## config.mk

```make
export PLATFORM = sky130hd
export DESIGN_NAME = gpio_bank_ctl
export DESIGN_NICKNAME = d
export VERILOG_FILES = /design/src/rtl/gpb_pkg.sv /design/src/rtl/gpb_sync.sv /design/src/rtl/gpb_regs.sv /design/src/rtl/gpb_drive.sv /design/src/rtl/gpio_bank_ctl.sv
export SDC_FILE = /design/constraint.sdc
export NUM_CORES = 1
export LEC_CHECK = 0
export ABC_AREA = 1
export BUFFER_PORTS_ARGS = -buffer_cell sky130_fd_sc_hd__buf_2
export CORE_MARGIN = 10
export CORE_UTILIZATION = 55
export CTS_CLUSTER_DIAMETER = 40
export DETAILED_ROUTE_END_ITERATION = 6
export PLACE_DENSITY = 0.84
export SYNTH_ARGS = -nofsm -noshare
export SYNTH_HDL_FRONTEND = slang
export SYNTH_SLANG_ARGS = --single-unit
```

## constraint.sdc

```tcl
create_clock -name clk -period 2.4 [get_ports clk]
set_clock_uncertainty 0.05 [all_clocks]
set_input_delay 0.36 -clock clk [delete_from_list [all_inputs] [get_ports clk]]
set_output_delay 0.36 -clock clk [all_outputs]
set_load 0.05 [all_outputs]
```

## src/rtl/gpb_pkg.sv

```systemverilog
package gpb_pkg;
    // Offsets inside the four-register window; the order is fixed by software.
    typedef enum logic [1:0] {
        OFS_DIR  = 2'd0,
        OFS_VAL  = 2'd1,
        OFS_LVL  = 2'd2,
        OFS_MODE = 2'd3
    } reg_ofs_e;
endpackage

```

## src/rtl/gpb_sync.sv

```systemverilog
module gpb_sync #(
    parameter int WIDTH = 8
) (
    input  logic             clk,
    input  logic             rst_n,
    input  logic [WIDTH-1:0] async_in,
    output logic [WIDTH-1:0] sync_out
);
    typedef struct packed {
        logic [WIDTH-1:0] s1;
        logic [WIDTH-1:0] s2;
    } sync_t;

    sync_t st_d, st_q;

    always_comb begin
        st_d.s1 = async_in;
        st_d.s2 = st_q.s1;
    end

    always_ff @(posedge clk or negedge rst_n) begin
        if (!rst_n) st_q <= '0;
        else        st_q <= st_d;
    end

    assign sync_out = st_q.s2;
endmodule

```

## src/rtl/gpb_regs.sv

```systemverilog
module gpb_regs
    import gpb_pkg::*;
#(
    parameter int                ADDR_W    = 8,
    parameter int                DATA_W    = 8,
    parameter int                PIN_COUNT = 8,
    parameter logic [ADDR_W-1:0] BANK_BASE = 'hF0
) (
    input  logic                 clk,
    input  logic                 rst_n,
    input  logic [ADDR_W-1:0]    cfg_addr,
    input  logic                 cfg_wr,
    input  logic [DATA_W-1:0]    cfg_wdata,
    input  logic [PIN_COUNT-1:0] lvl_sync,
    output logic [DATA_W-1:0]    cfg_rdata,
    output logic [PIN_COUNT-1:0] dir_o,
    output logic [PIN_COUNT-1:0] val_o,
    output logic [PIN_COUNT-1:0] mode_o
);
    localparam logic [ADDR_W-3:0] BASE_TAG = BANK_BASE[ADDR_W-1:2];

    typedef struct packed {
        logic [PIN_COUNT-1:0] dir;
        logic [PIN_COUNT-1:0] val;
        logic [PIN_COUNT-1:0] mode;
    } bank_t;

    bank_t    bk_d, bk_q;
    logic     hit;
    reg_ofs_e ofs;
    logic [PIN_COUNT-1:0] wbits;

    assign hit   = (cfg_addr[ADDR_W-1:2] == BASE_TAG);
    assign ofs   = reg_ofs_e'(cfg_addr[1:0]);
    assign wbits = cfg_wdata[PIN_COUNT-1:0];

    always_comb begin
        bk_d = bk_q;
        if (cfg_wr && hit) begin
            case (ofs)
                OFS_DIR:  bk_d.dir  = wbits;
                OFS_VAL:  bk_d.val  = wbits;
                OFS_MODE: bk_d.mode = wbits;
                default:  ;
            endcase
        end
    end

    always_ff @(posedge clk or negedge rst_n) begin
        if (!rst_n) bk_q <= '0;
        else        bk_q <= bk_d;
    end

    always_comb begin
        cfg_rdata = '0;
        if (hit) begin
            case (ofs)
                OFS_DIR:  cfg_rdata = DATA_W'(bk_q.dir);
                OFS_VAL:  cfg_rdata = DATA_W'(bk_q.val);
                OFS_LVL:  cfg_rdata = DATA_W'(lvl_sync);
                OFS_MODE: cfg_rdata = DATA_W'(bk_q.mode);
                default:  cfg_rdata = '0;
            endcase
        end
    end

    assign dir_o  = bk_q.dir;
    assign val_o  = bk_q.val;
    assign mode_o = bk_q.mode;

    a_r2_dir_write: assert property (@(posedge clk) disable iff (!rst_n)
        (cfg_wr && cfg_addr == BANK_BASE) |=> (dir_o == $past(cfg_wdata[PIN_COUNT-1:0])));
    a_r3_val_write: assert property (@(posedge clk) disable iff (!rst_n)
        (cfg_wr && cfg_addr == BANK_BASE + 1) |=> (val_o == $past(cfg_wdata[PIN_COUNT-1:0])));
    a_r5_mode_write: assert property (@(posedge clk) disable iff (!rst_n)
        (cfg_wr && cfg_addr == BANK_BASE + 3) |=> (mode_o == $past(cfg_wdata[PIN_COUNT-1:0])));
    a_r4_level_read_only: assert property (@(posedge clk) disable iff (!rst_n)
        (cfg_wr && cfg_addr == BANK_BASE + 2) |=> ($stable(dir_o) && $stable(val_o) && $stable(mode_o)));
    a_r10_foreign_ignored: assert property (@(posedge clk) disable iff (!rst_n)
        (cfg_wr && (cfg_addr < BANK_BASE || cfg_addr > BANK_BASE + 3))
        |=> ($stable(dir_o) && $stable(val_o) && $stable(mode_o)));
endmodule

```

## src/rtl/gpb_drive.sv

```systemverilog
module gpb_drive #(
    parameter int PIN_COUNT = 8
) (
    input  logic [PIN_COUNT-1:0] dir,
    input  logic [PIN_COUNT-1:0] val,
    input  logic [PIN_COUNT-1:0] mode,
    output logic [PIN_COUNT-1:0] pin_out,
    output logic [PIN_COUNT-1:0] pin_oe
);
    for (genvar i = 0; i < PIN_COUNT; i++) begin : g_pin
        // Open-drain pins drive only a low level; push-pull pins drive both.
        assign pin_out[i] = val[i];
        assign pin_oe[i]  = dir[i] & (mode[i] | ~val[i]);
    end
endmodule

```

## src/rtl/gpio_bank_ctl.sv

```systemverilog
module gpio_bank_ctl #(
    parameter int                ADDR_W    = 8,
    parameter int                DATA_W    = 8,
    parameter int                PIN_COUNT = 8,
    parameter logic [ADDR_W-1:0] BANK_BASE = 'hF0
) (
    input  logic                 clk,
    input  logic                 rst_n,
    input  logic [ADDR_W-1:0]    cfg_addr,
    input  logic                 cfg_wr,
    input  logic [DATA_W-1:0]    cfg_wdata,
    output logic [DATA_W-1:0]    cfg_rdata,
    input  logic [PIN_COUNT-1:0] pin_in,
    output logic [PIN_COUNT-1:0] pin_out,
    output logic [PIN_COUNT-1:0] pin_oe
);
    logic [PIN_COUNT-1:0] lvl_sync, dir_q, val_q, mode_q;

    gpb_sync #(.WIDTH(PIN_COUNT)) u_sync (
        .clk(clk), .rst_n(rst_n), .async_in(pin_in), .sync_out(lvl_sync)
    );

    gpb_regs #(
        .ADDR_W(ADDR_W), .DATA_W(DATA_W), .PIN_COUNT(PIN_COUNT), .BANK_BASE(BANK_BASE)
    ) u_regs (
        .clk(clk), .rst_n(rst_n), .cfg_addr(cfg_addr), .cfg_wr(cfg_wr),
        .cfg_wdata(cfg_wdata), .lvl_sync(lvl_sync), .cfg_rdata(cfg_rdata),
        .dir_o(dir_q), .val_o(val_q), .mode_o(mode_q)
    );

    gpb_drive #(.PIN_COUNT(PIN_COUNT)) u_drive (
        .dir(dir_q), .val(val_q), .mode(mode_q), .pin_out(pin_out), .pin_oe(pin_oe)
    );

    a_r6_push_pull_enabled: assert property (@(posedge clk) disable iff (!rst_n)
        ((pin_oe & dir_q & mode_q) == (dir_q & mode_q)));
    a_r7_open_drain_release: assert property (@(posedge clk) disable iff (!rst_n)
        ((pin_oe & ~mode_q & val_q) == '0));
    a_r1_inputs_float: assert property (@(posedge clk) disable iff (!rst_n)
        ((pin_oe & ~dir_q) == '0));
endmodule

```

Yosys cells after proc, flatten, opt, wreduce, memory -nomap -nowiden. Cells that the tools add are included.

Input port bits: 27. Bits in registers: 40. Word-level logic and storage cells: 40.

Muxes and demuxes: 2. Bitwise gates (word level): 24. Reductions and logical operators: 5. Equality and inequality tests: 4.

Operators by type and width (count): 8-bit one-hot mux with 4 select lines (1); 1-bit AND (8); 8-bit 2-to-1 mux (1); 1-bit NOT (8); 1-bit OR (8); 6-bit equality test (second input constant) (1); 2-bit AND reduction (3); 2-bit equality test (second input constant) (2); 2-bit by 1-bit equality test with 1-bit output (second input constant) (1); 2-bit logical NOT (1); 1-bit logical AND (1).

Logic depth before layout (Yosys ltp). Gate-level depths: netlist (run 1).

Depth after elaboration: 3. Depth in mapped cells: 7.

Modules after synthesis. A second synthesis (run 1) with hierarchy kept.

Cells, all modules: 220. Area, all modules: 1929.4 um2.

By module, submodules not included: gpb_regs (times used 1, cells each 172, area each 1338.8 um2); gpb_sync (times used 1, cells each 16, area each 400.4 um2); gpb_drive (times used 1, cells each 32, area each 190.2 um2).

Worst setup path after synthesis (run 1). No wires, ideal clock.

Kind: reg2out. Start: register u_regs.bk_q (netlist bit u_regs.val_o[1]). End: output port pin_oe[1]. Buffers on the path: 0. Path slack: 0.204 ns. Data arrival time: 1.786 ns. Required time: 1.990 ns. Cell stages (with the launch flop): 2. Cell sequence: dfrtp_1 a21boi_0.

Word-level cells in the longest chain between the ends: 3.

Ends and longest elaborated chain: start, declared (line gpb_regs.sv:28) `bank_t bk_d, bk_q;`; start signal, assigned (line gpb_regs.sv:51) `else bk_q <= bk_d;`; 1-bit NOT (line gpb_drive.sv:13) `assign pin_oe[i] = dir[i] & (mode[i] | ~val[i]);`; 1-bit OR (line gpb_drive.sv:13); 1-bit AND (line gpb_drive.sv:13); end, declared (line gpio_bank_ctl.sv:15) `output logic [PIN_COUNT-1:0] pin_oe`.

No other way between the ends.

Final worst setup path (run 1).
Start: input port cfg_addr[3]. End: output port cfg_rdata[6].

Word-level cells in the longest chain between the ends: 2.

Ends and longest elaborated chain: start, declared (line gpio_bank_ctl.sv:9) `input logic [ADDR_W-1:0] cfg_addr,`; 6-bit equality test (line gpb_regs.sv:33) `assign hit = (cfg_addr[ADDR_W-1:2] == BASE_TAG);`; 8-bit 2-to-1 mux (line gpb_regs.sv:56) `if (hit) begin`; end, declared (line gpio_bank_ctl.sv:12) `output logic [DATA_W-1:0] cfg_rdata,`.

No other way between the ends.

==> results.sh, run 1 <==
export IMPL_outcome="completed"
export IMPL_cts_tree="done"
export IMPL_synth_main_ff_cell="dfrtp_1"
export IMPL_grt_use_total_pct=15.3
export IMPL_p_comb_share_pct=14.2
export IMPL_switchingPower_uw=359
export IMPL_num_vias=1575
export IMPL_grt_setup_unrepaired="false"
export IMPL_setup_worst_path_end_class="primary output"
export IMPL_synth_avg_cell_area_sq_um=8.74
export IMPL_clockBufferDepth=2
export IMPL_cts_max_level=2
export IMPL_slowest_delay_ns=0.28
export IMPL_insertion_delay_ns=0.34
export IMPL_async_reset_ff_share_pct=100
export IMPL_r2r_start="u_regs.val_o[4]"
export IMPL_layout_drive_gt1_share_pct=26.6
export IMPL_cts_resized=0
export IMPL_utilization_pct=69.9
export IMPL_ys_seq_area_share_pct=56.1
export IMPL_grt_pass1_vias=1532
export IMPL_fin_nets=285
export IMPL_finalHoldViolations=0
export IMPL_io_buffer_count=50
export IMPL_cts_root_buf="clkbuf_4"
export IMPL_final_max_slew_viol_count=0
export IMPL_viasPerCell=5.20
export IMPL_fp_row_count=20
export IMPL_ys_ff_latch=40
export IMPL_reg2reg_depth=2
export IMPL_timing_fmax_mhz=514
export IMPL_r2r_end="u_regs.val_o[4]"
export IMPL_period_minus_slack_ns=1.95
export IMPL_cts_buffers=5
export IMPL_dieHeight_um=76.9
export IMPL_clk_pin_slew_ns=0.12
export IMPL_power_frac_clock_pct=28.3
export IMPL_fillers=262
export IMPL_post_drt_wl_per_cell_um=14.5
export IMPL_startpoint_type="primary input"
export IMPL_antenna_found_initial=0
export IMPL_synth_cells=204
export IMPL_cts_setup_buffers=0
export IMPL_worstPathArrival_ns=1.54
export IMPL_synth_nets=231
export IMPL_swShare_pct=28.5
export IMPL_min_period_over_period_pct=81.1
export IMPL_die_area_sq_um=5920
export IMPL_ys_types=16
export IMPL_multi_input_area_sq_um=681
export IMPL_diodes=0
export IMPL_grt_pass1_wl_um=7440
export IMPL_cp_max_fo=14
export IMPL_synth_edf_count=0
export IMPL_ir_worst_vdd_v=0.000494
export IMPL_setup_viol=0
export IMPL_grt_overflow=0
export IMPL_finalPower_uw=1260
export IMPL_max_slew_worst_pin_slew_ns=0.827
export IMPL_holdWs_ns=0.0432
export IMPL_area_growth_pct=20.6
export IMPL_cp_slowest_cell="buf_2"
export IMPL_mappedNetlistArea_sq_um=1780
export IMPL_cts_sinks=40
export IMPL_setup_tns_ns=0
export IMPL_cts_hold_buf=0
export IMPL_required_ns=1.99
export IMPL_die_w_um=76.9
export IMPL_drv_cap=0
export IMPL_gp_congestion=0.802
export IMPL_hold_path_class="primary input to async pin"
export IMPL_grt_max_degree=41
export IMPL_ant_nets=0
export IMPL_routed_wl_um=4380
export IMPL_cp_endpoint="cfg_rdata[6]"
export IMPL_p_leak_uw=0.00114
export IMPL_initial_core_util_pct=57.9
export IMPL_yosysWarnings=0
export IMPL_ff_latch_area_sq_um=1000
export IMPL_p_seq_share_pct=57.5
export IMPL_drcViolationCount=0
export IMPL_initialDrtViolationCount=192
export IMPL_cp_startpoint="cfg_addr[3]"
export IMPL_p_int_uw=901
export IMPL_fp_coreArea_sq_um=3080
export IMPL_pwr_density_cell_nw_per_um2=586
export IMPL_path_class="primary input to primary output"
export IMPL_timing_slew_headroom_pct=44.9
export IMPL_dr_pass1_iters=4
export IMPL_dp_hpwl_um=3220
export IMPL_io_pins=51
export IMPL_worstPathCellList="buf_2 -> nor2_2 -> nand2_1 -> nor2_1 -> buf_4 -> o21ai_0 -> nor2_1 -> buf_2"
export IMPL_rrSetupSlack_ns=1.66
-- critical path, delay by kind of cell --
family	cells	cell delay, ns
AND/OR/NAND/NOR	4	0.48
buffers and inverters	3	0.59
AO/OA/AOI/OAI	1	0.10
-- logic make-up after synthesis --
family          synth area share, %
compound gates                 8.14
buf+inv                        5.68
flops                          56.1
simple gates                   30.0
-- per-stage QoR --
step                      setup slack (ns)  instance area, sq um  cells
final                                0.454                  2150    303
after floorplan                      0.204                  1780    204
after global routing                 0.349                  2150    303
after global placement               0.473                  2090    295
after CTS                            0.462                  2150    303
after detailed placement             0.475                  2090    295
-- area by class of cell --
type,instances,share of cell area [%]
tap,44,2.56
timing repair buffer,57,14.1
clock buffer,7,2.56
clock inverter,1,0.349
multi-input combinational,141,31.6
sequential,40,46.5
inverter,13,2.27
-- sequential cells by signal, indices dropped and copies added (netlist names) --
signal / cells
u_sync.sync_out: 8
u_regs.mode_o: 8
u_sync.st_d: 8
u_regs.val_o: 8
u_regs.dir_o: 8
-- power groups by stage --
stage	clock (uW)	sequential, uW	combinational [uW]
finish	356	725	179
global route	379	731	198
CTS	359	725	180
detailed placement	0	738	180
global placement	0	738	177
floorplan	0	756	88.8
-- routing by layer --
metal  up-vias  GRT usage (%)  share of wire (%)
met5         -              0                  0
met4         0           4.65                1.2
met3         6           5.83                9.4
met2        68           22.8                 46
met1       706           20.0                 43
li1        795              -                  -
-- cell usage in the layout (no fill, tap or decap) --
master	n
nand3_1	4
dfrtp_1	40
nand4_1	27
clkbuf_4	5
buf_4	7
clkbuf_8	1
and3_1	6
inv_1	11
nor2_1	11
nor2_2	2
nor2_4	1
a21boi_0	8
o21ai_0	16
a21oi_1	1
nand2_1	65
clkinvlp_4	1
buf_2	50
inv_2	2
clkbuf_1	1
-- how the worst min path moves through the flow --
| stage | startpoint | end | cells past startpoint |
|---|---|---|---|
| finish | rst_n | u_sync.sync_out[7] | 1 |
| global placement | u_sync.st_d[0] | u_sync.sync_out[0] | 0 |
| global route | pin_in[4] | u_sync.st_d[4] | 1 |
| floorplan | rst_n | u_regs.dir_o[0] | 0 |
| detailed placement | u_sync.st_d[1] | u_sync.sync_out[1] | 0 |
| CTS | pin_in[4] | u_sync.st_d[4] | 1 |
-- synth_stat cells, types with 2 or more instances --
cell type | count | share of area [%]
inv_2 | 2 | 0.42
nand2_1 | 65 | 14
nor2_1 | 11 | 2.3
nand4_1 | 27 | 9.5
buf_4 | 3 | 1.3
nor2_2 | 2 | 0.70
inv_1 | 11 | 2.3
o21ai_0 | 16 | 4.5
a21boi_0 | 8 | 3.4
and3_1 | 6 | 2.1
clkbuf_1 | 4 | 0.84
buf_2 | 3 | 0.84
dfrtp_1 | 40 | 56
nand3_1 | 4 | 1.1
Note: power is estimated with default switching activity, not from simulation.
==> inputs of run 2 (changes only) <==
--- a/config.mk
+++ b/config.mk
@@ -8,10 +8,10 @@
 export ABC_AREA = 1
 export BUFFER_PORTS_ARGS = -buffer_cell sky130_fd_sc_hd__buf_2
 export CORE_MARGIN = 10
-export CORE_UTILIZATION = 55
+export CORE_UTILIZATION = 46
 export CTS_CLUSTER_DIAMETER = 40
 export DETAILED_ROUTE_END_ITERATION = 6
-export PLACE_DENSITY = 0.84
+export PLACE_DENSITY = 0.75
 export SYNTH_ARGS = -nofsm -noshare
 export SYNTH_HDL_FRONTEND = slang
 export SYNTH_SLANG_ARGS = --single-unit
==> constraint.sdc (replaced) <==
create_clock -name clk -period 1.6 [get_ports clk]
set_clock_uncertainty 0.05 [all_clocks]
set_input_delay 0.24 -clock clk [delete_from_list [all_inputs] [get_ports clk]]
set_output_delay 0.24 -clock clk [all_outputs]
set_load 0.05 [all_outputs]
==> results.sh, run 2 (synthesis results as in run 1) <==
export IMPL_outcome="completed"
export IMPL_area_growth_pct=47.9
export IMPL_diodes=0
export IMPL_layout_common_cells="nand2_1 (65), buf_2 (42), dfrtp_1 (40)"
export IMPL_num_vias=1732
export IMPL_grt_pass1_vias=1779
export IMPL_min_period_over_period_pct=98.4
export IMPL_cts_sinks=40
export IMPL_setup_worst_path_end_class="primary output"
export IMPL_cp_max_fo=2
export IMPL_io_buffer_count=50
export IMPL_routed_wl_um=5190
export IMPL_post_place_cells=316
export IMPL_ff_latch_area_sq_um=1000
export IMPL_final_area_sq_um=2640
export IMPL_ant_nets=0
export IMPL_fin_nets=314
export IMPL_setup_viol=0
export IMPL_dieHeight_um=82.3
export IMPL_p_leak_uw=0.00133
export IMPL_die_area_sq_um=6770
export IMPL_final_max_slew_viol_count=0
export IMPL_ir_worst_vdd_v=0.000922
export IMPL_timing_slew_headroom_pct=66.7
export IMPL_path_class="register to primary output"
export IMPL_dr_pass1_iters=4
export IMPL_max_slew_worst_pin_slew_ns=0.499
export IMPL_use_met2_pct=26.7
export IMPL_die_w_um=82.3
export IMPL_r2r_start="u_regs.val_o[4]"
export IMPL_drcViolationCount=0
export IMPL_cts_buffers=5
export IMPL_dpl_cell_area_sq_um=2320
export IMPL_worstPathCellList="o21ai_2 -> nand2_1 -> a21oi_2 -> nor2_4 -> buf_6"
export IMPL_antenna_found_initial=0
export IMPL_power_frac_clock_pct=36.9
export IMPL_worstPathArrival_ns=1.28
export IMPL_io_pins=51
export IMPL_slowest_delay_ns=0.41
export IMPL_cp_num_buf_inv=1
export IMPL_grt_setup_unrepaired="true"
export IMPL_worstHoldPathCells=3
export IMPL_cts_max_level=2
export IMPL_use_met1_pct=20.0
export IMPL_grt_overflow=0
export IMPL_setup_tns_ns=0
export IMPL_rrSetupSlack_ns=0.76
export IMPL_required_ns=1.31
export IMPL_critical_path_top_delay_family="flip-flops"
export IMPL_fp_row_count=22
export IMPL_whs_endpoint="u_regs.mode_o[7]"
export IMPL_cp_slowest_cell="dfrtp_1"
export IMPL_hold_path_class="primary input to register"
export IMPL_multi_input_area_sq_um=805
export IMPL_viasPerCell=5.15
export IMPL_finalHoldViolations=0
export IMPL_drv_cap=0
export IMPL_insertion_delay_ns=0.30
export IMPL_swShare_pct=27.6
export IMPL_grt_pass1_wl_um=8630
export IMPL_p_comb_share_pct=15.4
export IMPL_clk_pin_slew_ns=0.08
export IMPL_post_drt_wl_per_cell_um=15.5
export IMPL_startpoint_type="register"
export IMPL_grt_use_total_pct=16.5
export IMPL_cts_tree="done"
export IMPL_dp_hpwl_um=3640
export IMPL_stdcell_count=336
export IMPL_p_int_uw=1660
export IMPL_r2r_end="u_regs.val_o[4]"
export IMPL_clockBufferDepth=2
export IMPL_reg2reg_depth=3
export IMPL_holdCritStartpoint="cfg_wdata[7]"
export IMPL_fp_coreArea_sq_um=3720
export IMPL_fillers=280
export IMPL_global_route_usage_met3_pct=5.18
export IMPL_gp_congestion=0.860
export IMPL_cts_root_buf="clkbuf_8"
export IMPL_initialDrtViolationCount=153
export IMPL_pwr_density_cell_nw_per_um2=868
export IMPL_period_minus_slack_ns=1.57
export IMPL_layout_drive_gt1_share_pct=39.9
export IMPL_p_seq_share_pct=47.7
export IMPL_busiest_layer="met2"
export IMPL_switchingPower_uw=632
export IMPL_initial_core_util_pct=48.0
export IMPL_timing_fmax_mhz=635
export IMPL_layout_commonest_cell="nand2_1"
export IMPL_grt_max_degree=41
-- run 2: tightest hold or removal path, stage by stage --
cell	delay [ns]
buf_2	0.11
nand4_1	0.08
nand2_1	0.04
-- run 2: routing by layer --
| metal | vias up | share of wire, % |
|---|---|---|
| li1 | 853 | - |
| met1 | 797 | 42 |
| met2 | 68 | 47 |
| met3 | 14 | 8.9 |
| met4 | 0 | 2.5 |
| met5 | - | 0 |
-- run 2: power groups by stage --
| stage | Combinational, uW | Sequential [uW] | Clock (uW) |
|---|---|---|---|
| 6_report | 352 | 1090 | 845 |
| 5_1_grt | 383 | 1100 | 917 |
| 4_1_cts | 341 | 1090 | 867 |
| 3_5_place_dp | 310 | 1110 | 0 |
| 3_3_place_gp | 305 | 1110 | 0 |
| 2_1_floorplan | 151 | 1140 | 0 |
-- run 2: final cells by class --
type / count / area share, %
sequential: 40 / 38.0
multi-input combinational: 141 / 30.5
inverter: 13 / 2.04
clock buffer: 5 / 2.61
clock inverter: 3 / 1.76
tap: 48 / 2.28
timing repair buffer: 86 / 22.8
-- run 2: how the worst max path moves through the flow --
| stage | end | cells after the start | slack, ns | from |
|---|---|---|---|---|
| 5_1_grt | cfg_rdata[4] | 5 | -0.05 | u_regs.val_o[4] |
| 3_5_place_dp | cfg_rdata[4] | 8 | -0.04 | cfg_addr[3] |
| 6_report | cfg_rdata[4] | 5 | 0.03 | u_regs.val_o[4] |
| 3_3_place_gp | cfg_rdata[4] | 8 | -0.05 | cfg_addr[3] |
| 2_1_floorplan | cfg_rdata[0] | 3 | 0.07 | u_regs.val_o[0] |
| 4_1_cts | cfg_rdata[1] | 4 | 0.0007 | u_sync.sync_out[1] |
-- run 2: repair_timing --
action,4_1_cts,5_1_grt
gates resized for setup,15,23
hold endpoints to repair,48,0
hold buffers,9,0
gates cloned,0,0
buffers inserted,3,0
pin swaps,4,8
setup endpoints to repair,8,8
-- run 2: metrics by stage --
stage	worst slack, ns	util (%)	power (uW)	hold slack [ns]
after floorplan	0.0682	-	1290	-0.106
after global placement	-0.0484	62.5	1410	0.267
after detailed placement	-0.0352	62.5	1420	0.281
after CTS	0.000720	69.6	2300	0.153
after global routing	-0.0452	70.9	2400	0.146
final	0.0264	70.9	2290	0.157
